[src/rtl/fpe_pkg.sv]
// Shared types for the floating-point error reporter.
package fpe_pkg;

    // Decoded view of a floating-point instruction strobe.
    typedef struct packed {
        logic valid;
        logic is_ctrl;
    } fp_dec_t;

    // What the block does with a strobed instruction.
    typedef enum logic [1:0] {
        ACT_NONE   = 2'd0,
        ACT_FREEZE = 2'd1,
        ACT_FAULT  = 2'd2
    } fp_action_e;

endpackage

[src/rtl/fpe_sync.sv]
// Multi-stage synchronizer for one asynchronous level.
// Assumes: d_i is a slowly changing level. The reset value is chosen so that
// the output reads as "deasserted" until the input has been sampled.
module fpe_sync #(
    parameter int   STAGES  = 2,
    parameter logic RST_VAL = 1'b1
) (
    input  logic clk,
    input  logic rst_n,
    input  logic d_i,
    output logic q_o
);
    logic [STAGES-1:0] stage_q;

    // Shift the input through the chain of flops.
    generate
        for (genvar g = 0; g < STAGES; g++) begin : g_stage
            if (g == 0) begin : g_first
                always_ff @(posedge clk) begin
                    if (!rst_n) stage_q[g] <= RST_VAL;
                    else        stage_q[g] <= d_i;
                end
            end else begin : g_rest
                always_ff @(posedge clk) begin
                    if (!rst_n) stage_q[g] <= RST_VAL;
                    else        stage_q[g] <= stage_q[g-1];
                end
            end
        end
    endgenerate

    assign q_o = stage_q[STAGES-1];
endmodule

[src/rtl/fpe_ignore_reg.sv]
// Register-driven copy of the active-low ignore level. Resets to 0 (asserted).
// Assumes: a single-cycle write strobe from the control block.
module fpe_ignore_reg (
    input  logic clk,
    input  logic rst_n,
    input  logic wr_i,
    input  logic wdata_i,
    output logic reg_n_o
);
    logic reg_q;

    // Hold the last written value.
    always_ff @(posedge clk) begin
        if (!rst_n)    reg_q <= 1'b0;
        else if (wr_i) reg_q <= wdata_i;
    end

    assign reg_n_o = reg_q;

    assert_reg_reset_R1: assert property (@(posedge clk)
        !rst_n |=> !reg_q);
    assert_reg_hold_R10: assert property (@(posedge clk) disable iff (!rst_n)
        !wr_i |=> $stable(reg_q));
endmodule

[src/rtl/fpe_pending.sv]
// Pending-error tracker. An unmasked exception sets the state, and only a clear
// pulse resets it. When both arrive together, the new exception wins.
// Assumes: event and clear are single-cycle pulses from the FPU.
module fpe_pending (
    input  logic clk,
    input  logic rst_n,
    input  logic ev_i,
    input  logic mask_i,
    input  logic clr_i,
    output logic pend_o
);
    logic pend_q;
    logic set_w;

    assign set_w = ev_i && !mask_i;

    // Set on an unmasked exception, clear on the clear pulse.
    always_ff @(posedge clk) begin
        if (!rst_n)     pend_q <= 1'b0;
        else if (set_w) pend_q <= 1'b1;
        else if (clr_i) pend_q <= 1'b0;
    end

    assign pend_o = pend_q;

    assert_pend_set_R2: assert property (@(posedge clk) disable iff (!rst_n)
        (ev_i && !mask_i) |=> pend_q);
    assert_pend_cause_R3: assert property (@(posedge clk) disable iff (!rst_n)
        $rose(pend_q) |-> $past(ev_i && !mask_i));
    assert_pend_hold_R4: assert property (@(posedge clk) disable iff (!rst_n)
        (pend_q && !clr_i) |=> pend_q);
endmodule

[src/rtl/fpe_action.sv]
// Decides what a strobed floating-point instruction does when an error is pending:
// nothing, freeze (held until clear), or a one-cycle fault in native mode.
// Assumes: ignore_n_i is already synchronized, and pend_i is the registered pending state.
module fpe_action
    import fpe_pkg::*;
(
    input  logic    clk,
    input  logic    rst_n,
    input  fp_dec_t dec_i,
    input  logic    pend_i,
    input  logic    clr_i,
    input  logic    native_i,
    input  logic    ignore_n_i,
    output logic    freeze_o,
    output logic    fault_o
);
    logic       freeze_q;
    logic       fault_q;
    logic       trig_w;
    fp_action_e act_w;

    // Choose the action for the instruction strobed in this cycle.
    always_comb begin
        trig_w = dec_i.valid && !dec_i.is_ctrl && pend_i;
        act_w  = ACT_NONE;
        if (trig_w && !freeze_q) begin
            if (native_i)        act_w = ACT_FAULT;
            else if (ignore_n_i) act_w = ACT_FREEZE;
        end
    end

    // Register the freeze level and the fault pulse.
    always_ff @(posedge clk) begin
        if (!rst_n) begin
            freeze_q <= 1'b0;
            fault_q  <= 1'b0;
        end else begin
            fault_q <= (act_w == ACT_FAULT);
            if (clr_i)                    freeze_q <= 1'b0;
            else if (act_w == ACT_FREEZE) freeze_q <= 1'b1;
        end
    end

    assign freeze_o = freeze_q;
    assign fault_o  = fault_q;

    assert_freeze_set_R5: assert property (@(posedge clk) disable iff (!rst_n)
        (dec_i.valid && !dec_i.is_ctrl && pend_i && !native_i && ignore_n_i && !clr_i)
        |=> freeze_q);
    assert_freeze_hold_R5: assert property (@(posedge clk) disable iff (!rst_n)
        (freeze_q && !clr_i) |=> freeze_q);
    assert_native_no_freeze_R7: assert property (@(posedge clk) disable iff (!rst_n)
        $rose(freeze_q) |-> $past(!native_i && ignore_n_i));
    assert_ctrl_no_fault_R8: assert property (@(posedge clk) disable iff (!rst_n)
        (dec_i.valid && dec_i.is_ctrl) |=> !fault_q);
    assert_idle_no_fault_R11: assert property (@(posedge clk) disable iff (!rst_n)
        !pend_i |=> !fault_q);
    assert_one_action_R11: assert property (@(posedge clk) disable iff (!rst_n)
        !(fault_q && freeze_q));
endmodule

[src/rtl/fpe_report_ctrl.sv]
// Top level of the floating-point error reporter. It synchronizes the ignore pin,
// combines it with the ignore register, tracks the pending error, drives the
// active-low error pin, and issues freeze or fault requests.
// Assumes: all inputs other than ignore_n_i are synchronous to clk.
module fpe_report_ctrl #(
    parameter int SYNC_STAGES = 2
) (
    input  logic clk,
    input  logic rst_n,
    input  logic exc_event_i,
    input  logic exc_masked_i,
    input  logic exc_clear_i,
    input  logic fp_strobe_i,
    input  logic fp_ctrl_i,
    input  logic ignore_n_i,
    input  logic native_mode_i,
    input  logic ign_reg_wr_i,
    input  logic ign_reg_wdata_i,
    output logic ferr_n_o,
    output logic freeze_o,
    output logic fault_o,
    output logic ignore_reg_n_o
);
    import fpe_pkg::*;

    logic    ign_sync_n;
    logic    ign_reg_n;
    logic    ign_eff_n;
    logic    pend;
    fp_dec_t dec;

    fpe_sync #(.STAGES(SYNC_STAGES), .RST_VAL(1'b1)) u_sync (
        .clk   (clk),
        .rst_n (rst_n),
        .d_i   (ignore_n_i),
        .q_o   (ign_sync_n)
    );

    fpe_ignore_reg u_ign_reg (
        .clk     (clk),
        .rst_n   (rst_n),
        .wr_i    (ign_reg_wr_i),
        .wdata_i (ign_reg_wdata_i),
        .reg_n_o (ign_reg_n)
    );

    // Ignore is asserted when either source is low.
    assign ign_eff_n = ign_sync_n & ign_reg_n;

    fpe_pending u_pend (
        .clk    (clk),
        .rst_n  (rst_n),
        .ev_i   (exc_event_i),
        .mask_i (exc_masked_i),
        .clr_i  (exc_clear_i),
        .pend_o (pend)
    );

    // Pack the decode strobe for the action logic.
    assign dec = '{valid: fp_strobe_i, is_ctrl: fp_ctrl_i};

    fpe_action u_act (
        .clk        (clk),
        .rst_n      (rst_n),
        .dec_i      (dec),
        .pend_i     (pend),
        .clr_i      (exc_clear_i),
        .native_i   (native_mode_i),
        .ignore_n_i (ign_eff_n),
        .freeze_o   (freeze_o),
        .fault_o    (fault_o)
    );

    assign ferr_n_o       = ~pend;
    assign ignore_reg_n_o = ign_reg_n;

    assert_ferr_clear_R4: assert property (@(posedge clk) disable iff (!rst_n)
        (exc_clear_i && !(exc_event_i && !exc_masked_i)) |=> ferr_n_o);
endmodule

[config.mk]
export PLATFORM = sky130hd
export DESIGN_NAME = fpe_report_ctrl
export DESIGN_NICKNAME = d
export VERILOG_FILES = /design/src/rtl/fpe_pkg.sv /design/src/rtl/fpe_sync.sv /design/src/rtl/fpe_ignore_reg.sv /design/src/rtl/fpe_pending.sv /design/src/rtl/fpe_action.sv /design/src/rtl/fpe_report_ctrl.sv
export SDC_FILE = /design/constraint.sdc
export NUM_CORES = 1
export LEC_CHECK = 0
export BUFFER_PORTS_ARGS = -buffer_cell sky130_fd_sc_hd__buf_2
export CORE_AREA = 2 2 39 41
export CTS_CLUSTER_DIAMETER = 150
export DETAILED_ROUTE_END_ITERATION = 6
export DIE_AREA = 0 0 41 43
export PLACE_DENSITY = 0.37
export SYNTH_ARGS = -nofsm -noshare
export SYNTH_HDL_FRONTEND = slang
export SYNTH_HIERARCHICAL = 1
export SYNTH_SLANG_ARGS = --single-unit
[constraint.sdc]
create_clock -name clk -period 2.3 [get_ports clk]
set_clock_uncertainty 0.15 [all_clocks]
set_input_delay 0.23 -clock clk [delete_from_list [all_inputs] [get_ports clk]]
set_output_delay 0.23 -clock clk [all_outputs]
set_load 0.005 [all_outputs]
After elaboration in Yosys (flattened, before gate mapping)
Cells that the tools add are included.
{ "op_classes": {"n_eq_ne": 2, "n_mux": 5, "bitwise_logic": 3, "n_reduce_logical": 9} }
{ "ops": {"columns": ["op", "n"], "rows": [
  ["logical AND 1 bit", 4],
  ["2-to-1 mux 2 bit", 2],
  ["zero test 1 bit", 3],
  ["2-to-1 mux 1 bit", 3],
  ["equality test 2 x 1 -> 1 bit (second input constant)", 1],
  ["equality test 2 bit (second input constant)", 1],
  ["NOT 1 bit", 2],
  ["nonzero test 2 bit", 1],
  ["OR reduction 2 bit", 1],
  ["bitwise AND 1 bit", 1]
]} }
{ "totals": {"register_bits": 6, "inputBits": 11, "wordCells": 25} }

Longest topological paths before layout
{ "logic_depth": {"ltp_word": 6, "mapped_depth": 3, "ltp_nobuf": 3} }

Cells and area by module
Netlist, hierarchy kept.
{ "by_module_without_submodules": {"columns": ["module", "instances", "cells_per_inst", "area_per_inst_um2", "seq_area_each_um2"], "rows": [
  ["fpe_action", 1, 7, 85.1, 40.0],
  ["fpe_sync", 1, 4, 52.6, 40.0],
  ["fpe_pending", 1, 4, 43.8, 20.0],
  ["fpe_ignore_reg", 1, 3, 36.3, 20.0],
  ["fpe_report_ctrl", 1, 2, 10.0, 0.0]
]} }

Worst setup path before layout
OpenSTA, ideal clock, no wires.
{ "synth_path": {"path_kind": "register to register", "startpoint": "register u_ign_reg.reg_q (netlist: u_ign_reg/reg_n_o)", "endpoint": "register u_act.freeze_q (netlist: u_act/freeze_o)", "setup_ps": 117, "arrival_ps": 805, "required_ps": 2033, "setup_slack_ps": 1228, "path_stages_with_launch": 4, "path_cell_list": "dfxtp_1 and2_1 and4bb_1 a32o_1"} }
{ "synth_via": {"elab_chain_len": 5} }
{ "synth_rtl": {"columns": ["item", "line", "rtl"], "rows": [
  ["start: declaration", "fpe_ignore_reg.sv:10", "logic reg_q;"],
  ["start signal: assignment", "fpe_ignore_reg.sv:15", "else if (wr_i) reg_q <= wdata_i;"],
  ["bitwise AND 1 bit", "fpe_report_ctrl.sv:48", "assign ign_eff_n = ign_sync_n & ign_reg_n;"],
  ["net ign_eff_n", "fpe_report_ctrl.sv:28", "logic ign_eff_n;"],
  ["2-to-1 mux 1 bit", "fpe_action.sv:28", "else if (ignore_n_i) act_w = ACT_FREEZE;"],
  ["2-to-1 mux 2 bit", "fpe_action.sv:27", "if (native_i) act_w = ACT_FAULT;"],
  ["2-to-1 mux 2 bit", "fpe_action.sv:26", "if (trig_w && !freeze_q) begin"],
  ["equality test 2 x 1 -> 1 bit", "fpe_action.sv:40", "else if (act_w == ACT_FREEZE) freeze_q <= 1'b1;"],
  ["end signal: assignment", "fpe_action.sv:35", "freeze_q <= 1'b0;"],
  ["end signal: assignment", "fpe_action.sv:39", "if (clr_i) freeze_q <= 1'b0;"],
  ["end signal: assignment", "fpe_action.sv:40", null],
  ["end: declaration", "fpe_action.sv:17", "logic freeze_q;"]
]} }
The timed path passes the listed nets, and every way through them passes these cells.
A chain may end at the register's enable or synchronous reset.

Worst setup path in the final report
{ "layout_path": {"startpoint": "register u_pend.pend_q (netlist: u_pend/pend_o)", "endpoint": "output ferr_n_o"} }
{ "layout_via": {"elab_chain_len": 1} }
{ "layout_rtl": {"columns": ["item", "line", "rtl"], "rows": [
  ["start: declaration", "fpe_pending.sv:12", "logic pend_q;"],
  ["start signal: assignment", "fpe_pending.sv:19", "if (!rst_n) pend_q <= 1'b0;"],
  ["start signal: assignment", "fpe_pending.sv:20", "else if (set_w) pend_q <= 1'b1;"],
  ["start signal: assignment", "fpe_pending.sv:21", "else if (clr_i) pend_q <= 1'b0;"],
  ["NOT 1 bit", "fpe_report_ctrl.sv:74", "assign ferr_n_o = ~pend;"],
  ["end: declaration", "fpe_report_ctrl.sv:19", "output logic ferr_n_o,"]
]} }
No other way between the ends.

==> results_dict.tcl <==
set metrics [dict create \
    status "finished clean" \
    dp_cells 50 \
    rsz0062_at_grt "false" \
    nNetsFinal 50 \
    grt.overflow.total 0 \
    cp.arrival_ns 0.73 \
    cts.sink_count 6 \
    yosys.cell_types.count 10 \
    dieArea_um2 1760 \
    slowest_stage "dfxtp_1" \
    dr.pass1.iters 2 \
    max_slew_margin_pct 91.2 \
    post_cts_buffers 0 \
    setup_viol 0 \
    fmax_ghz 0.900 \
    nFillCells 161 \
    synth_async_sr_flop_share_pct 0 \
    cp.required_ns 1.92 \
    finalHoldViolCount 0 \
    yosysTopAreaCellShare_pct 52.7 \
    num_rows 14 \
    p_per_area_nw_per_um2 659 \
    start_util_pct 16.5 \
    synth_area_leader_cell "dfxtp_1" \
    tns_ns 0 \
    synth_enable_flop_cells 0 \
    synth_most_common_cell "dfxtp_1" \
    maxCapViolCount 0 \
    grt_pass1_wl_um 614 \
    max-vdd-ir-drop_uv 184 \
    ctsRootBufferMaster "clkbuf_4" \
    die_height_um 43 \
    netlist_instances 20 \
    cp-end-kind "output pin" \
    drtIter0Drc 1 \
    worst_pin_slew_ns 0.128 \
    ys.warnings.count 6 \
    clkLatencyLatePin_ns 0.24 \
    viasPerCell 3.77 \
    htreeDepth 1 \
    yosys-top-cells-count "6 x dfxtp_1, 4 x nand2b_1, 2 x and4bb_1, 2 x inv_1" \
    route.met3.wl_um 41 \
    top_layer "met3" \
    cpPeakStageDelay_ns 0.34 \
    synth_area_leaders "dfxtp_1 53%, and4bb_1 11%, nand2b_1 11%" \
    crit_fanout 3 \
    synth_seq_cells 6 \
    clk_pin_slew_ns 0.04 \
    cts_buffers 3 \
    io_pins 15 \
    track_usage_pct 5.93 \
    tritoncts "done" \
    grt_pass1_vias 162 \
    critical_path_class "reg2out" \
    port_buffers 14 \
    ant_nets 0 \
    synthToLayoutAreaGrowth_pct 49.5 \
    cts_resized 0 \
    hold_class "in2reg" \
    gp_congestion 0.677 \
    worst_setup_path_start_kind "flop" \
    hold_buffers 0 \
    antenna_found_initial 0 \
    met2_length_um 234 \
    wl_met1_um 138 \
    drv_slew 0 \
    antenna_cells 0 \
    avgSynthCellArea_um2 11.4 \
    synth_area_um2 228 \
    routed_wl_um 414 \
    fin_crit_ns 1.11 \
    num_vias 200 \
    post_drt_wl_per_cell_um 7.81 \
    clockBufferDepth 2 \
    leakagePower_nw 0.171 \
    core-area_um2 1380 \
    synth.net_count 31 \
    dieWidth_um 41 \
    instances_no_fill 53 \
    grt_max_degree 8 \
    synth_seq_area_share_pct 52.7 \
    crit_chain "inv_1, buf_2" \
    synthFlopType "dfxtp_1" \
    drc 0 \
    fin_crit_sh_pct 48.3 \
    drive_gt1_share_pct 48.6 \
]
## logic make-up (layout without fill, tap and decap cells)
family | count (synthesis) | after routing | synth area share, %
multiplexers | 1 | 1 | 4.40
AND/OR/NAND/NOR | 9 | 9 | 30.2
AO/OA/AOI/OAI | 2 | 2 | 9.34
buffers and inverters | 2 | 19 | 3.30
flip-flops | 6 | 6 | 52.7
## sequential cells by signal, indices dropped and copies added, names as in the netlist
name and cells:
u_act/fault_o 1, u_act/freeze_o 1, u_ign_reg/reg_n_o 1, u_pend/pend_o 1, u_sync/q_o 1, u_sync/stage_q 1
## worst paths after layout
kind                startpoint           endpoint  slack, ns  cells past startpoint
max              u_pend/pend_o           ferr_n_o       1.19                      2
min                 ignore_n_i  u_sync/stage_q[0]       0.02                      2
min reg2reg  u_sync/stage_q[0]         u_sync/q_o       0.26                      1
max reg2reg  u_ign_reg/reg_n_o     u_act/freeze_o       1.22                      3
## cells in the final DEF (no fill, tap or decap)
master | Yosys | routed
mux2i_1 | 1 | 1
nand2b_1 | 4 | 4
and4bb_1 | 2 | 2
and3_1 | 1 | 1
and2_1 | 1 | 1
dfxtp_1 | 6 | 6
buf_2 | 0 | 14
a21boi_2 | 1 | 1
nor2b_1 | 1 | 1
inv_1 | 2 | 2
a32o_1 | 1 | 1
clkbuf_4 | 0 | 3
## routing by layer
| metal | global-route usage [%] | up-vias |
|---|---|---|
| li1 | - | 104 |
| met1 | 5.81 | 89 |
| met2 | 7.19 | 7 |
| met3 | 4.71 | 0 |
| met4 | 6.00 | 0 |
| met5 | 0 | - |
## through the flow
stage               hold WS (ns)  util, %  setup slack, ns  area [µm²]  total power, W
floorplan                  0.153        -             1.23         228        0.000119
global placement           0.240     23.0             1.23         318        0.000131
detailed placement         0.248     23.0             1.22         318        0.000132
CTS                       0.0106     24.6             1.17         340        0.000231
global route              0.0198     24.6             1.14         340        0.000240
finish                    0.0216     24.6             1.19         340        0.000224
## area by class of cell
type	count	area (µm²)	area share [%]
Sequential cell	6	120	35.3
Multi-Input combinational cell	12	100	29.4
Timing Repair Buffer	14	70.1	20.6
Clock buffer	3	22.5	6.62
Tap cell	16	20.0	5.88
Inverter	2	7.51	2.21
## worst max-delay path, delay by kind of cell, from the launching register on
family,cells,cell delay (ns)
flops,1,0.34
buf+inv,2,0.15
## power by group
part	leakage, nW	switching, W	total (W)	internal, W
Combinational	0.108	0.00000706	0.0000198	0.0000128
Sequential	0.0492	0.00000144	0.000110	0.000108
Clock	0.0138	0.0000360	0.0000948	0.0000589
No activity file was read; power rests on OpenSTA's default activity.
